==> src/rtl/polar_cmp_pkg.sv <==
package polar_cmp_pkg;
  typedef enum logic {
    PH_FILL = 1'b0,
    PH_PAIR = 1'b1
  } phase_e;
endpackage

==> src/rtl/llr_pair_fn.sv <==
module llr_pair_fn #(
  parameter int QC = 6
) (
  input  logic [QC-1:0] a_raw,
  input  logic [QC-1:0] b_raw,
  output logic [QC-1:0] f_out,
  output logic          loc_out,
  output logic [QC-1:0] h_out
);
  localparam logic [QC-1:0] MOST_NEG = {1'b1, {(QC-1){1'b0}}};
  localparam logic [QC-1:0] CLAMPED  = {1'b1, {(QC-2){1'b0}}, 1'b1};

  logic [QC-1:0] a_c, b_c, a_mag, b_mag, m_min;

  always_comb begin
    a_c     = (a_raw == MOST_NEG) ? CLAMPED : a_raw;
    b_c     = (b_raw == MOST_NEG) ? CLAMPED : b_raw;
    a_mag   = a_c[QC-1] ? -a_c : a_c;
    b_mag   = b_c[QC-1] ? -b_c : b_c;
    loc_out = (a_mag > b_mag);
    m_min   = loc_out ? b_mag : a_mag;
    f_out   = (a_c[QC-1] ^ b_c[QC-1]) ? -m_min : m_min;
    h_out   = loc_out ? a_c : b_c;
  end

  // clamp keeps the most negative code off both outputs
  always_comb begin
    assert (f_out != MOST_NEG && h_out != MOST_NEG);
  end
endmodule

==> src/rtl/llr_chan_store.sv <==
module llr_chan_store #(
  parameter int QC   = 6,
  parameter int P    = 2,
  parameter int NPKT = 4,
  parameter int AW   = 2,
  parameter int LW   = 1
) (
  input  logic            clk,
  input  logic            fill_we,
  input  logic            fill_last,
  input  logic [AW-1:0]   fill_pkt,
  input  logic [LW-1:0]   fill_lane,
  input  logic [QC-1:0]   fill_llr,
  output logic [P*QC-1:0] pk_word,
  input  logic [AW-1:0]   rd_pkt,
  input  logic [LW-1:0]   rd_lane,
  output logic [QC-1:0]   rd_llr,
  input  logic            wb_we,
  input  logic [QC-1:0]   wb_llr
);
  logic [P*QC-1:0] mem [NPKT];
  logic [P*QC-1:0] stage_q;

  always_comb begin
    pk_word = stage_q;
    pk_word[fill_lane*QC +: QC] = fill_llr;
  end

  assign rd_llr = mem[rd_pkt][rd_lane*QC +: QC];

  always_ff @(posedge clk) begin
    if (fill_we) stage_q <= pk_word;
  end

  always_ff @(posedge clk) begin
    if (fill_we && fill_last) mem[fill_pkt] <= pk_word;
    else if (wb_we)           mem[rd_pkt][rd_lane*QC +: QC] <= wb_llr;
  end

  // the packet write and the write-back never collide
  always_comb begin
    assert (!(fill_we && wb_we));
  end
endmodule

==> src/rtl/polar_llr_compress.sv <==
module polar_llr_compress
  import polar_cmp_pkg::*;
#(
  parameter int N  = 16,
  parameter int P  = 2,
  parameter int QC = 6,
  localparam int HALF = N / 2,
  localparam int NPKT = HALF / P,
  localparam int CW   = $clog2(N),
  localparam int IW   = CW - 1,
  localparam int AW   = (NPKT > 1) ? $clog2(NPKT) : 1,
  localparam int LW   = (P > 1) ? $clog2(P) : 1
) (
  input  logic            clk,
  input  logic            rst_n,
  input  logic            in_valid,
  output logic            in_ready,
  input  logic [QC-1:0]   in_llr,
  output logic            pk_we,
  output logic [AW-1:0]   pk_addr,
  output logic [P*QC-1:0] pk_data,
  output logic            im_we,
  output logic [IW-1:0]   im_addr,
  output logic [QC-1:0]   im_f,
  output logic            im_loc,
  output logic            hw_we,
  output logic [IW-1:0]   hw_addr,
  output logic [QC-1:0]   hw_data,
  output logic            frame_end
);
  localparam logic [QC-1:0] MOST_NEG = {1'b1, {(QC-1){1'b0}}};

  logic [1:0]      sync_q;
  logic            rst_s_n;
  logic [CW-1:0]   cnt_q, cnt_n;
  logic            ready_q;
  logic            pk_we_q, pk_we_n, im_we_q, im_we_n, hw_we_q, hw_we_n;
  logic            end_q, end_n;
  logic            accept, last_lane, load_pk, load_pair;
  phase_e          phase;
  logic [IW-1:0]   idx;
  logic [AW-1:0]   pkt;
  logic [LW-1:0]   lane;
  logic [P*QC-1:0] pk_word;
  logic [QC-1:0]   a_llr, f_c, h_c;
  logic            loc_c;
  logic [AW-1:0]   pk_addr_q;
  logic [P*QC-1:0] pk_data_q;
  logic [IW-1:0]   pair_addr_q;
  logic [QC-1:0]   f_q, h_q;
  logic            loc_q;

  // reset: asynchronous assertion, synchronous release
  always_ff @(posedge clk or negedge rst_n) begin
    if (!rst_n) sync_q <= 2'b00;
    else        sync_q <= {sync_q[0], 1'b1};
  end
  assign rst_s_n = sync_q[1];

  assign accept    = in_valid && ready_q;
  assign phase     = phase_e'(cnt_q[CW-1]);
  assign idx       = cnt_q[IW-1:0];
  assign pkt       = AW'(idx / IW'(P));
  assign lane      = LW'(idx % IW'(P));
  assign last_lane = (lane == LW'(P - 1));
  assign load_pk   = accept && (phase == PH_FILL) && last_lane;
  assign load_pair = accept && (phase == PH_PAIR);

  llr_chan_store #(.QC(QC), .P(P), .NPKT(NPKT), .AW(AW), .LW(LW)) u_store (
    .clk       (clk),
    .fill_we   (accept && (phase == PH_FILL)),
    .fill_last (last_lane),
    .fill_pkt  (pkt),
    .fill_lane (lane),
    .fill_llr  (in_llr),
    .pk_word   (pk_word),
    .rd_pkt    (pkt),
    .rd_lane   (lane),
    .rd_llr    (a_llr),
    .wb_we     (load_pair),
    .wb_llr    (h_c)
  );

  llr_pair_fn #(.QC(QC)) u_pair (
    .a_raw   (a_llr),
    .b_raw   (in_llr),
    .f_out   (f_c),
    .loc_out (loc_c),
    .h_out   (h_c)
  );

  // next-state
  always_comb begin
    cnt_n   = cnt_q;
    pk_we_n = 1'b0;
    im_we_n = 1'b0;
    hw_we_n = 1'b0;
    end_n   = 1'b0;
    if (accept) begin
      cnt_n = cnt_q + 1'b1;
      if (phase == PH_FILL) begin
        pk_we_n = last_lane;
      end else begin
        im_we_n = 1'b1;
        hw_we_n = 1'b1;
        end_n   = (cnt_q == CW'(N - 1));
      end
    end
  end

  // control registers
  always_ff @(posedge clk or negedge rst_s_n) begin
    if (!rst_s_n) begin
      cnt_q   <= '0;
      ready_q <= 1'b0;
      pk_we_q <= 1'b0;
      im_we_q <= 1'b0;
      hw_we_q <= 1'b0;
      end_q   <= 1'b0;
    end else begin
      cnt_q   <= cnt_n;
      ready_q <= 1'b1;
      pk_we_q <= pk_we_n;
      im_we_q <= im_we_n;
      hw_we_q <= hw_we_n;
      end_q   <= end_n;
    end
  end

  // data registers, clock-enabled
  always_ff @(posedge clk) begin
    if (load_pk) begin
      pk_addr_q <= pkt;
      pk_data_q <= pk_word;
    end
    if (load_pair) begin
      pair_addr_q <= idx;
      f_q         <= f_c;
      loc_q       <= loc_c;
      h_q         <= h_c;
    end
  end

  assign in_ready  = ready_q;
  assign pk_we     = pk_we_q;
  assign pk_addr   = pk_addr_q;
  assign pk_data   = pk_data_q;
  assign im_we     = im_we_q;
  assign im_addr   = pair_addr_q;
  assign im_f      = f_q;
  assign im_loc    = loc_q;
  assign hw_we     = hw_we_q;
  assign hw_addr   = pair_addr_q;
  assign hw_data   = h_q;
  assign frame_end = end_q;

  logic [QC-1:0] f_mag, h_mag;
  assign f_mag = im_f[QC-1] ? -im_f : im_f;
  assign h_mag = hw_data[QC-1] ? -hw_data : hw_data;

  p_excl_r3: assert property (@(posedge clk) disable iff (!rst_s_n)
    !(pk_we && im_we));

  p_pair_r4: assert property (@(posedge clk) disable iff (!rst_s_n)
    im_we |-> hw_we);

  p_stall_r9: assert property (@(posedge clk) disable iff (!rst_s_n)
    !(in_valid && in_ready) |=> (!pk_we && !im_we && !frame_end));

  p_end_r10: assert property (@(posedge clk) disable iff (!rst_s_n)
    frame_end |-> (im_we && im_addr == IW'(HALF - 1)));

  p_fmag_r5: assert property (@(posedge clk) disable iff (!rst_s_n)
    im_we |-> (f_mag <= h_mag));

  p_loc_r6: assert property (@(posedge clk) disable iff (!rst_s_n)
    (im_we && im_loc) |-> (f_mag < h_mag));

  p_clamp_r8: assert property (@(posedge clk) disable iff (!rst_s_n)
    im_we |-> (im_f != MOST_NEG && hw_data != MOST_NEG));
endmodule

==> config.mk <==
export PLATFORM = sky130hd
export DESIGN_NAME = polar_llr_compress
export DESIGN_NICKNAME = d
export VERILOG_FILES = /design/src/rtl/polar_cmp_pkg.sv /design/src/rtl/llr_pair_fn.sv /design/src/rtl/llr_chan_store.sv /design/src/rtl/polar_llr_compress.sv
export SDC_FILE = /design/constraint.sdc
export NUM_CORES = 1
export LEC_CHECK = 0
export BUFFER_PORTS_ARGS = -buffer_cell sky130_fd_sc_hd__clkbuf_2
export CAP_MARGIN = 0
export CORE_ASPECT_RATIO = 1.4
export CORE_MARGIN = 2
export CORE_UTILIZATION = 40
export DETAILED_ROUTE_END_ITERATION = 7
export GPL_TIMING_DRIVEN = 0
export SETUP_SLACK_MARGIN = 0.15
export SYNTH_ARGS = -nofsm -noshare
export SYNTH_HDL_FRONTEND = slang
export SYNTH_SLANG_ARGS = --single-unit
==> constraint.sdc <==
create_clock -name clk -period 0.9 [get_ports clk]
set_input_delay 0.09 -clock clk [delete_from_list [all_inputs] [get_ports clk]]
set_output_delay 0.09 -clock clk [all_outputs]
set_load 0.01 [all_outputs]
---- Yosys cells after proc, flatten, opt, wreduce, memory -nomap -nowiden ----
Memory sizes are Yosys's and may differ from the RTL's.
Index checks and enable logic that the tools add are counted.
cells by class
  $mul .................................... 1
  reduce and logical (&&, ||, !) cells .... 4
  add/sub/neg operators ................... 5
  magnitude comparators ................... 1
  multiplexer cells ....................... 31
  equal/unequal tests ..................... 3
  shifts and indexed selects .............. 4
  bitwise operators ....................... 14
operators with widths
  kind                       number
  $shiftx A6 B34 Y12         2
  $mux W6                    7
  $neg A4 Y34                1
  $shift A6 B34 Y12 const A  1
  $mux W1                    22
  $neg A6 Y6                 3
  $bwmux W12                 1
  $eq A6 B6 Y1 const B       2
  $mux W12                   1
  $or A1 B1 Y1               12
  $shiftx A12 B5 Y6          1
  $gt A6 B6 Y1               1
  $add A4 B1 Y4 const B      1
  $eq A4 B4 Y1 const B       1
  $logic_and A1 B1 Y1        4
  $mul A1 B2 Y3 const B      1
  $not A1 Y1                 1
  $xor A1 B1 Y1              1
storage, ports and cells
  input bits .............................. 9
  flip-flop bits (word level) ............. 52
  word-level logic and storage cells ...... 77
  memories kept ........................... 1
  output and inout port bits .............. 38
  bits in writable memories ............... 48
memories
  memory       words  bits a word  read ports  clocked after Yosys merged registers in  write ports  RTL line              text
  u_store.mem  4      12           1           0                                        1            llr_chan_store.sv:21  logic [P*QC-1:0] mem [NPKT];

---- Longest topological paths before layout ----
Gate-level depths: netlist (run 1).
  depth in word-level cells ............... 10
  depth in mapped cells ................... 24
  gate-level depth less buffers ........... 21

---- Hierarchy ----
From an unflattened synthesis (run 1), not the netlist that was laid out.
unflattened totals
  cell total of the unflattened synthesis .. 311
  area, all modules ....................... 4615.7 µm²
by module, submodules not included
  module              seq. area each (µm²)  times used  cells an instance  area an instance (µm²)
  llr_chan_store      1801.7                1           154                2633.8
  polar_llr_compress  1151.1                1           59                 1291.2
  llr_pair_fn         0.0                   1           98                 690.7

---- Least setup slack after synthesis (run 1) ----
Ideal clock, no wire load.
  path type ............................... reg-to-reg
  start point ............................. reg cnt_q[0]
  end point ............................... reg f_q[4] (netlist: im_f[4]), data pin
  path buffers ............................ 3
  required time ........................... 634 ps
  period minus slack after synthesis ...... 5214 ps
  arrival ................................. 4949 ps
  cell stages (with the launch flop) ...... 25
  slack ................................... -4314 ps
  setup time .............................. 266 ps
  cells stage by stage .................... dfrtp_1 > clkbuf_1 > buf_2 > mux4_2 > mux2i_1 > or4b_1 > o21a_1 > ha_1 > nor2_1 > xnor2_1 > inv_1 > ha_1 > and2_1 > a221oi_1 > o21ai_0 > o2111ai_2 > o221ai_4 > buf_6 > nand2_1 > o21ai_0 > ha_1 > nand2_1 > nor3_1 > or3_1 > xor2_1
between the ends
  cells in the longest elaborated chain, start to end .. 10
  elaborated cells between the ends (all ways) .. 11
  classes of those cells .................. add/sub (2); mul (1); order compare (1); eq/ne (1); shift (1); mux (4); bitwise (1)
RTL lines
  item                    RTL line                   text
  from (decl)             polar_llr_compress.sv:35   logic [CW-1:0] cnt_q, cnt_n;
  from (signal assigned)  polar_llr_compress.sv:121  cnt_q <= cnt_n;
  $mul A1 B2 Y3 (*)       llr_chan_store.sv:29       assign rd_llr = mem[rd_pkt][rd_lane*QC +: QC];
  $shiftx A12 B5 Y6 (*)   llr_chan_store.sv:29
  $eq A6 B6 Y1            llr_pair_fn.sv:16          a_c = (a_raw == MOST_NEG) ? CLAMPED : a_raw;
  $mux W6 (*)             llr_pair_fn.sv:16
  $neg A6 Y6              llr_pair_fn.sv:18          a_mag = a_c[QC-1] ? -a_c : a_c;
  $mux W6 (*)             llr_pair_fn.sv:18
  $gt A6 B6 Y1 (*)        llr_pair_fn.sv:20          loc_out = (a_mag > b_mag);
  via loc_c               polar_llr_compress.sv:46   logic loc_c;
  $mux W6 (*)             llr_pair_fn.sv:21          m_min = loc_out ? b_mag : a_mag;
  $neg A6 Y6              llr_pair_fn.sv:22          f_out = (a_c[QC-1] ^ b_c[QC-1]) ? -m_min : m_min;
  $mux W6 (*)             llr_pair_fn.sv:22
  via f_c[4]              polar_llr_compress.sv:45   logic [QC-1:0] a_llr, f_c, h_c;
  to (signal assigned)    polar_llr_compress.sv:138  f_q <= f_c;
  to (decl)               polar_llr_compress.sv:50   logic [QC-1:0] f_q, h_q;
Mark *: on every way through the listed nets, which the timed path passes. The rest lies on a longest branch.
A chain may end at the register's enable or synchronous reset.

---- Final worst setup path (run 1) ----
  start point ............................. reg cnt_q[2]
  end point ............................... reg f_q[4] (netlist: im_f[4]), data pin
between the ends
  cells in the longest elaborated chain, start to end .. 10
  elaborated cells between the ends (all ways) .. 11
  classes of those cells .................. add/sub (2); order compare (1); eq/ne (1); shift (1); mux (4); bitwise (1); memory (1)
RTL lines
  item                   RTL line
  $mem_v2 Z4 W12 (*)     n/a
  $shiftx A12 B5 Y6 (*)  llr_chan_store.sv:29
  $eq A6 B6 Y1           llr_pair_fn.sv:16
  $mux W6 (*)            llr_pair_fn.sv:16
  $neg A6 Y6             llr_pair_fn.sv:18
  $mux W6                llr_pair_fn.sv:18
  $gt A6 B6 Y1           llr_pair_fn.sv:20
  $mux W6                llr_pair_fn.sv:21
  $neg A6 Y6             llr_pair_fn.sv:22
  $mux W6 (*)            llr_pair_fn.sv:22
  via f_c[4]             polar_llr_compress.sv:45
Marks and branches as above.

==> metrics.txt, run 1 <==
Hold Slack=65.52 ps; Top-Level Pins=47; type of the most critical hold path=input pin to async pin; H-tree depth=3; Nets=397; Worst Tran Pin Value=861.0 ps; 1st-pass router iterations=4; Starting DRT DRC Count=101; Core Area=10,810 um^2; synth cell count leaders=edfxtp_1, mux2_2, nor2_1; r2r startpoint=cnt_q[2]; worst setup margin=-4069 ps; crit path max fanout=6; biggest area consumer among synthesized cells=edfxtp_1; Synth area leaders=edfxtp_1, mux4_2, dfrtp_1, mux2_2, ha_1; Slew Viols, Final=0; Final TNS setup=-308,240 ps; status=finished with violations; Final Core Density=56.02%; CTS clk-pin slew, worst paths=70 ps; via density per instance=5.086; asr flop ratio synth=10.00%; most frequent cell after synthesis=edfxtp_1; Cell Count, Final, Fillers Out=524; Initial Util=40.88%; HPWL Detailed=6654 um; CTS tree=built; maxcap violations=0; Final GP Congestion=0.7762; top cell type's share of synthesized area=61.16%; required time worst endpoint=990 ps; overflow left after global routing=0; final hold violation count=0; VDD IR max=0.001664 V; placed cell areas=5131 um^2; cts bufs inserted=9; dpl cells=474; flops & latches, synth=100; final WL=9474 um; Die Width=92.84 um; clk_lat worst skew=340 ps; post-route cell area=6056 um^2; synthesized area=4419 um^2; Fmax achieved=201.2 MHz; worst reg2reg path depth=22; Setup crit end kind=flop; CTS Sinks=100; Critical Path Start Type=flop; initial antenna violation count=0; Slew headroom=42.00%; first-pass GRT wire length=14,810 um; die height=128.4 um; sequential-to-total area share from yosys stat=66.82%; reg2reg setup slack=-4070 ps; synth warn=0; RSZ-0062 raised after global routing=true; Final period util=552.1%; total track usage=16.79%; vias=2,665; failing checks=setup timing; standard-cell rows=45; worst reg2reg path endpoint=im_f[4]; routed length per instance=18.08 um; Syn Area/Cell=15.51 um^2; EDFF count, synth=90; area grow syn2layout=37.03%; Synth Instances=285; pwr/cell area=4147 nW/um^2; vias in the first global route=2,725; port buffer count=46; Residual DRC=0; final setup vio count=220; Post-DRT Antenna Nets=0; cell leakage power=0.002299 uW; clk buf depth=2; die area=11,920 um^2; CTS root buf=clkbuf_16; largest net degree at the start of global routing=27; fillcell total=864; CP arrival=5060 ps; clk_skew=7.356 ps; fin crit period=4969 ps; Primary FF master, synth=edfxtp_1; antenna cells=0; share of cells above drive strength 1=53.79%; critical path class=flop to flop; synth unique cells=41
where the power goes:
part	internal, uW	switching [uW]	total [uW]
clock network	1840	1570	3410
logic	7650	7220	14900
registers	6540	294	6840
metal layers:
layer / vias to the layer above / wire length (um) / global-route usage (%)
li1: 1258 / - / -
met1: 1325 / 3782 / 19.53
met2: 69 / 5233 / 30.78
met3: 13 / 285 / 2.283
met4: 0 / 174 / 7.353
met5: - / 0 / 0
worst max-delay path by stage:
| stage | startpoint | end | slack (ps) |
|---|---|---|---|
| floorplan | cnt_q[2] | im_f[4] | -4030 |
| global placement | cnt_q[2] | im_f[4] | -4440 |
| detailed placement | cnt_q[2] | im_f[4] | -4490 |
| CTS | cnt_q[2] | im_f[4] | -4100 |
| global route | cnt_q[2] | im_f[4] | -4260 |
| finish | cnt_q[2] | im_f[4] | -4070 |
registers in the layout (all words and copies together), names as in the netlist:
register,cells
hw_data,6
im_f,6
pk_we,1
in_ready,1
hw_addr,3
im_loc,1
frame_end,1
hw_we,1
u_store.mem,48
pk_data,12
u_store.stage_q,12
pk_addr,2
cnt_q,4
sync_q,2
cell usage in the layout, fill, tap and decap left out, types with 2 or more instances in the layout:
cell / instances
o21ai_4: 2
dfrtp_2: 4
buf_6: 7
ha_1: 7
nand2_2: 3
nand2_4: 2
nand2_1: 9
clkinv_1: 2
inv_1: 12
nand2b_4: 2
mux2_2: 4
clkbuf_2: 46
a21oi_1: 9
mux4_2: 12
a31oi_4: 5
buf_8: 8
nor2_4: 10
buf_12: 5
xor2_1: 5
ha_4: 2
inv_2: 6
mux2i_1: 5
buf_4: 28
xnor2_1: 6
and3_4: 2
mux2_4: 16
edfxtp_1: 90
dfrtp_1: 6
conb_1: 4
clkbuf_16: 10
o21ai_2: 6
mux2i_4: 5
nor2_1: 7
worst max-delay path, stage by stage (launching register included):
cell	delay, ps
dfrtp_2	420
buf_12	120
buf_16	100
mux4_2	480
mux2_4	280
or4b_4	550
o21a_4	220
ha_4	160
nor2_4	90
xnor2_2	130
inv_1	60
ha_1	270
and2_4	140
a221oi_2	230
o21ai_2	120
o2111ai_2	120
o221ai_4	160
buf_4	160
buf_6	110
buf_8	130
and4_1	190
or3_1	320
xor2_1	150
repair_timing:
action,in CTS,in global routing
pin swaps,16,9
gates cloned,1,0
hold endpoints to repair,2,0
setup endpoints to repair,222,225
resized for setup,56,30
hold buffers,1,0
buffers inserted,19,14
per-stage QoR:
step                setup slack, ps  power [uW]
floorplan                     -4029       14400
global placement              -4441       16370
detailed placement            -4493       16590
CTS                           -4099       23290
global route                  -4261       26500
finish                        -4069       25120
cells by family after synthesis:
logic type	count (synthesis)	synth area share [%]
xor+xnor	12	2.378
buf+inv	34	3.596
fa+ha+maj	9	2.548
mux	43	13.70
simple gates	49	5.266
compound gates	36	5.521
other cells	2	0.1699
flops	100	66.82
area by class of cell:
type | count | area, um^2 | area share [%]
Multi-Input combinational cell | 153 | 1794 | 29.63
Timing Repair Buffer | 81 | 578.1 | 9.545
Clock buffer | 10 | 229.0 | 3.781
Clock inverter | 5 | 28.78 | 0.4752
Tap cell | 141 | 176.4 | 2.913
Buffer | 16 | 224.0 | 3.698
Sequential cell | 100 | 2958 | 48.84
Inverter | 18 | 67.56 | 1.116
(Power assumes the default switching activity.)
==> run 2: changes to the inputs <==
Settings changed: CORE_UTILIZATION 40 to 25.
==> run 2 against run 1 <==
The flow still finishes with violations (setup timing). Register-to-register slack got worse by 70 ps. Largest power group unchanged. Routed wire length grew 23%. Critical endpoint unchanged. Clock-buffer cell count is 1 higher. Non-clock buffer count up 33.
==> metrics.txt, run 2 (synthesis results as in run 1) <==
r2r startpoint=cnt_q[2]; failing checks=setup timing; Initial Util=25.50% (-15 points); Top-Level Pins=47 (unchanged); Final GP Congestion=0.7839 (+0.99%); antenna cells=0 (unchanged); placed cell areas=5250 um^2 (+2.3%); Slew Viols, Final=0 (unchanged); RSZ-0062 raised after global routing=true; first-pass GRT wire length=16,460 um (+11%); final hold violation count=0 (unchanged); vias=2,923 (+9.7%); port buffer count=46 (unchanged); Starting DRT DRC Count=199 (+97%); standard-cell rows=57 (+27%); Critical Path Start Type=flop; status=finished with violations; worst path cell trace=buf_12, mux4_2, mux2_4, or4b_4, o21a_4, ha_4, nor2_4, xnor2_4, inv_2, ha_4, and2_4, a221oi_4, o21ai_4, o2111ai_2, o221ai_4, buf_6, nand2_4, o21ai_4, ha_4, and4_1, or3_4, xor2_1; Setup WS pre-CTS=-4511 ps (-18.64 ps); Post-DRT Antenna Nets=0 (unchanged); worst setup margin=-4139 ps (-69.97 ps); WP buf/inv=3 (-3); crit path max fanout=5 (-1); CTS clk-pin slew, worst paths=70 ps (about the same); most used cell, CP=ha_4; final setup vio count=220 (unchanged); worst reg2reg path depth=22 (unchanged); share of cells above drive strength 1=61.15% (+7.4 points); Top delay family on crit path=simple AND/OR/NAND/NOR gates; cell leakage power=0.002572 uW (+12%); Worst Tran Pin Value=758.7 ps (-102.3 ps); Fmax achieved=198.4 MHz (-1.4%); max FFs per register=48 (unchanged); critical path class=flop to flop; Max stage delay cell, worst path=or4b_4; Die Width=116.4 um (+25%); Setup crit end kind=flop; 1st-pass router iterations=4 (unchanged); CP arrival=5140 ps (+80 ps); Pwr Total=29,280 uW (+17%); final WL=11,680 um (+23%); routed length per instance=17.89 um (-1.0%); CTS Sinks=100 (unchanged); Final Core Density=39.21% (-17 points); sequential cell area=2958 um^2 (unchanged); H-tree depth=3 (unchanged); vias in the first global route=2,939 (+7.9%); die height=161.3 um (+26%); pwr/cell area=4309 nW/um^2 (+3.9%); most frequent cells in the layout=edfxtp_1, clkbuf_2, buf_4; Worst path max stage delay=550 ps (about the same); clk_lat worst skew=350 ps (about the same); Final period util=559.9% (+7.8 points); multi-input logic area=1954 um^2 (+8.9%); Nets=430 (+8.3%); total track usage=11.89% (-4.9 points); most common cell after layout, fill and taps aside=edfxtp_1; initial antenna violation count=0 (unchanged); VDD IR max=0.001610 V (-3.3%); Core Area=17,330 um^2 (+60%); post-route cell area=6795 um^2 (+12%); area grow syn2layout=53.77%; Residual DRC=0 (unchanged); HPWL Detailed=7044 um (+5.9%); CTS root buf=clkbuf_16; Slew headroom=48.88% (+6.9 points); maxcap violations=0 (unchanged); largest net degree at the start of global routing=27 (unchanged); fillcell total=1,534 (+78%); cts bufs inserted=9 (unchanged); reg2reg setup slack=-4140 ps (-70 ps); required time worst endpoint=1000 ps (about the same); Biggest register=u_store.mem; overflow left after global routing=0 (unchanged); worst reg2reg path endpoint=im_f[4]; fin crit period=5039 ps (+69.97 ps); die area=18,770 um^2 (+58%); clk_skew=8.766 ps (+1.410 ps); CTS tree=built; clk buf depth=2 (unchanged); type of the most critical hold path=input pin to async pin; via density per instance=4.476 (-12%)
run 2: report_power, final:
group | internal, uW | total, uW | switching (uW)
Sequential | 6540 | 6870 | 331
Combinational | 9810 | 18600 | 8760
Clock | 2080 | 3830 | 1750
run 2: worst register-to-register path, stage by stage (launching register included):
cell	delay, ps
dfrtp_2	460
buf_12	150
mux4_2	500
mux2_4	300
or4b_4	550
o21a_4	240
ha_4	160
nor2_4	150
xnor2_4	150
inv_2	70
ha_4	200
and2_4	140
a221oi_4	260
o21ai_4	100
o2111ai_2	120
o221ai_4	140
buf_6	160
nand2_4	70
o21ai_4	70
ha_4	170
and4_1	150
or3_4	330
xor2_1	150
run 2: routing by layer:
metal	share of wire, %	wire (um)	GRT usage, %
met5	0	0	0
met1	37	4362	13.00
met2	57	6613	21.27
met3	2.4	281	1.689
met4	3.6	426	7.251
run 2: through the flow:
stage	hold slack, ps	cells	TNS (ps)
final	51.96	653	-304480
after detailed placement	-121.7	569	-334610
after global placement	-124.3	569	-326440
after global routing	60.48	653	-317000
after CTS	46.49	622	-305250
after floorplan	-205.6	287	-270550
run 2: layout make-up:
cell class,count,share of cell area [%]
multi-input combinational,153,28.76
clock inverter,5,0.5892
inverter,18,0.9943
sequential,100,43.53
clock buffer,11,3.738
tap,236,4.345
buffer,16,3.646
timing repair buffer,114,14.40
run 2: repair_timing:
| action | 4_1_cts | 5_1_grt |
|---|---|---|
| cloned | 1 | 2 |
| setup buffers | 35 | 29 |
| endpoints found under the hold margin | 2 | 0 |
| pin swaps | 15 | 22 |
| hold buffers | 1 | 0 |
| gates resized for setup | 72 | 69 |
| setup endpoints to repair | 222 | 225 |
run 2: how the worst max path moves through the flow:
stage	from	end	slack, ps	cells after the start
6_report	cnt_q[2]	im_f[4]	-4140	22
5_1_grt	cnt_q[2]	im_f[4]	-4270	23
3_3_place_gp	cnt_q[2]	im_f[4]	-4400	22
4_1_cts	cnt_q[2]	im_f[4]	-4130	22
2_1_floorplan	cnt_q[2]	im_f[4]	-4030	22
3_5_place_dp	cnt_q[2]	im_f[4]	-4510	22
==> run 3: changes to the inputs <==
Settings changed: CTS_CLUSTER_SIZE set to 10, MAX_ROUTING_LAYER set to met4.
Clock period 0.9 ns to 5.7 ns, I/O delays scaled along.
==> run 3 against run 2 <==
Hold slack better by 73 ps. The flow now finishes without violations. Largest power group unchanged. Register-to-register slack better by 4600 ps. Via count decreased by 10%.
==> metrics.txt, run 3 (synthesis results as in run 1) <==
status=completed; Setup crit end kind=flop; clk buf depth=2 (unchanged); final WL=9667 um (-17%); worst setup path start=cnt_q[2]; type of the most critical hold path=flop to async pin; dpl cells=569 (unchanged); overflow left after global routing=0 (unchanged); clk_lat worst skew=360 ps (about the same); CTS clk-pin slew, worst paths=80 ps (about the same); fin crit period=5242 ps (+203.0 ps); Final period util=91.97% (-470 points); CP arrival=5340 ps (+200 ps); Top-Level Pins=47 (unchanged); antenna cells=0 (unchanged); Pwr Total=3193 uW (-89%); share of cells above drive strength 1=35.57% (-26 points); Post-DRT Antenna Nets=0 (unchanged); r2r startpoint=cnt_q[2]; initial antenna violation count=0 (unchanged); Worst Tran Pin Value=1289 ps (+530.1 ps); required time worst endpoint=5800 ps (+4800 ps); post-route cell area=5419 um^2 (-20%); routed length per instance=16.30 um (-8.9%); via density per instance=4.418 (-1.3%); CTS tree=built; max FFs per register=48 (unchanged); Fmax achieved=190.8 MHz (-3.9%); most frequent cells in the layout=edfxtp_1, clkbuf_2, mux2_2; most common cell after layout, fill and taps aside=edfxtp_1; Final Core Density=31.27% (-7.9 points); final setup vio count=0 (-100%); Core Area=17,330 um^2 (unchanged); total track usage=11.00% (-0.89 points); Cell Count, Final, Fillers Out=593 (-9.2%); VDD IR max=0.0001929 V (-88%); critical path class=flop to flop; largest net degree at the start of global routing=27 (unchanged); maxcap violations=0 (unchanged); crit path max fanout=10 (+5); Final TNS setup=0 ps (+304,480 ps); Nets=370 (-14%); HPWL Detailed=7083 um (+0.56%); cell leakage power=0.002006 uW (-22%); pwr/cell area=589.1 nW/um^2 (-86%); vias=2,620 (-10%); Initial Util=25.50% (unchanged); 1st-pass router iterations=5 (+1); area grow syn2layout=22.62%; vias in the first global route=2,712 (-7.7%); first-pass GRT wire length=14,790 um (-10%); RSZ-0062 raised after global routing=false; Final GP Congestion=0.8156 (+4.0%); standard-cell rows=57 (unchanged); fillcell total=1,665 (+8.5%); placed cell areas=4955 um^2 (-5.6%); Slew Viols, Final=0 (unchanged); final hold violation count=0 (unchanged); cts bufs inserted=9 (unchanged); CTS root buf=clkbuf_16; CTS Sinks=100 (unchanged); port buffer count=46 (unchanged); Slew headroom=13.76% (-35 points); clk_skew=10.45 ps (+1.680 ps); die area=18,770 um^2 (unchanged); Residual DRC=0 (unchanged); Starting DRT DRC Count=251 (+26%); Critical Path Start Type=flop; H-tree depth=3 (unchanged); Die Width=116.4 um (unchanged); die height=161.3 um (unchanged); Biggest register=u_store.mem
## run 3: final cells by class
| cell class | instances | area (um^2) | share of cell area [%] |
|---|---|---|---|
| Sequential cell | 100 | 2953 | 54.49 |
| Multi-Input combinational cell | 153 | 1378 | 25.42 |
| Timing Repair Buffer | 54 | 305.3 | 5.634 |
| Tap cell | 236 | 295.3 | 5.449 |
| Clock buffer | 9 | 225.2 | 4.156 |
| Buffer | 16 | 111.4 | 2.055 |
| Clock inverter | 7 | 83.83 | 1.547 |
| Inverter | 18 | 67.56 | 1.247 |
## run 3: critical path, stage by stage (launching register included)
cell and delay, ps:
dfrtp_1 410, buf_12 150, mux4_2 490, mux2_4 330
or4b_4 540, o21a_4 240, ha_1 200, nor2_2 150
xnor2_2 150, inv_1 90, ha_1 290, and2_1 160
a221oi_2 250, o21ai_2 120, o2111ai_2 120, o221ai_4 160
buf_6 180, nand2_1 60, o21ai_1 80, ha_2 200
and4_1 140, or3_1 320, xor2_1 150
## run 3: worst paths after layout
path | end | slack, ps | cells after the start
setup / recovery | im_f[4] | 460 | 22
hold / removal | cnt_q[3] | 130 | 0
setup reg to reg | im_f[4] | 460 | 22
hold reg to reg | cnt_q[3] | 130 | 0
max in group asynchronous | sync_q[1] | 5090 | 2
min in group clk | sync_q[1] | 350 | 0
## run 3: per-layer routing
layer / global-route usage [%] / part of all wire [%] / vias up
met5: - / 0 / -
met4: 6.981 / 4.6 / 0
met3: 2.552 / 4.4 / 30
met2: 19.11 / 54 / 71
met1: 10.82 / 37 / 1316
li1: - / - / 1203
## run 3: metrics by stage
step                hold WS [ps]  worst slack (ps)
finish                     125.1             457.8
global route               164.3             159.8
CTS                        137.3             158.4
detailed placement         129.1            -415.4
global placement           126.4            -317.7
floorplan                  94.64             485.5
## run 3: power breakdown
group          switching [uW]  total (uW)  internal [uW]
Sequential               42.7        1070           1030
Combinational             848        1490            644
Clock                     308         625            317
Total                    1200        3190           1990
## run 3: what timing repair did
action | 4_1_cts | 5_1_grt
gates resized for setup | 8 | 15
pin swaps | 1 | 0
cloned | 0 | 0
setup endpoints to repair | 33 | 6
hold buffers | 1 | 0
buffers inserted | 1 | 6
hold endpoints to repair | 2 | 0
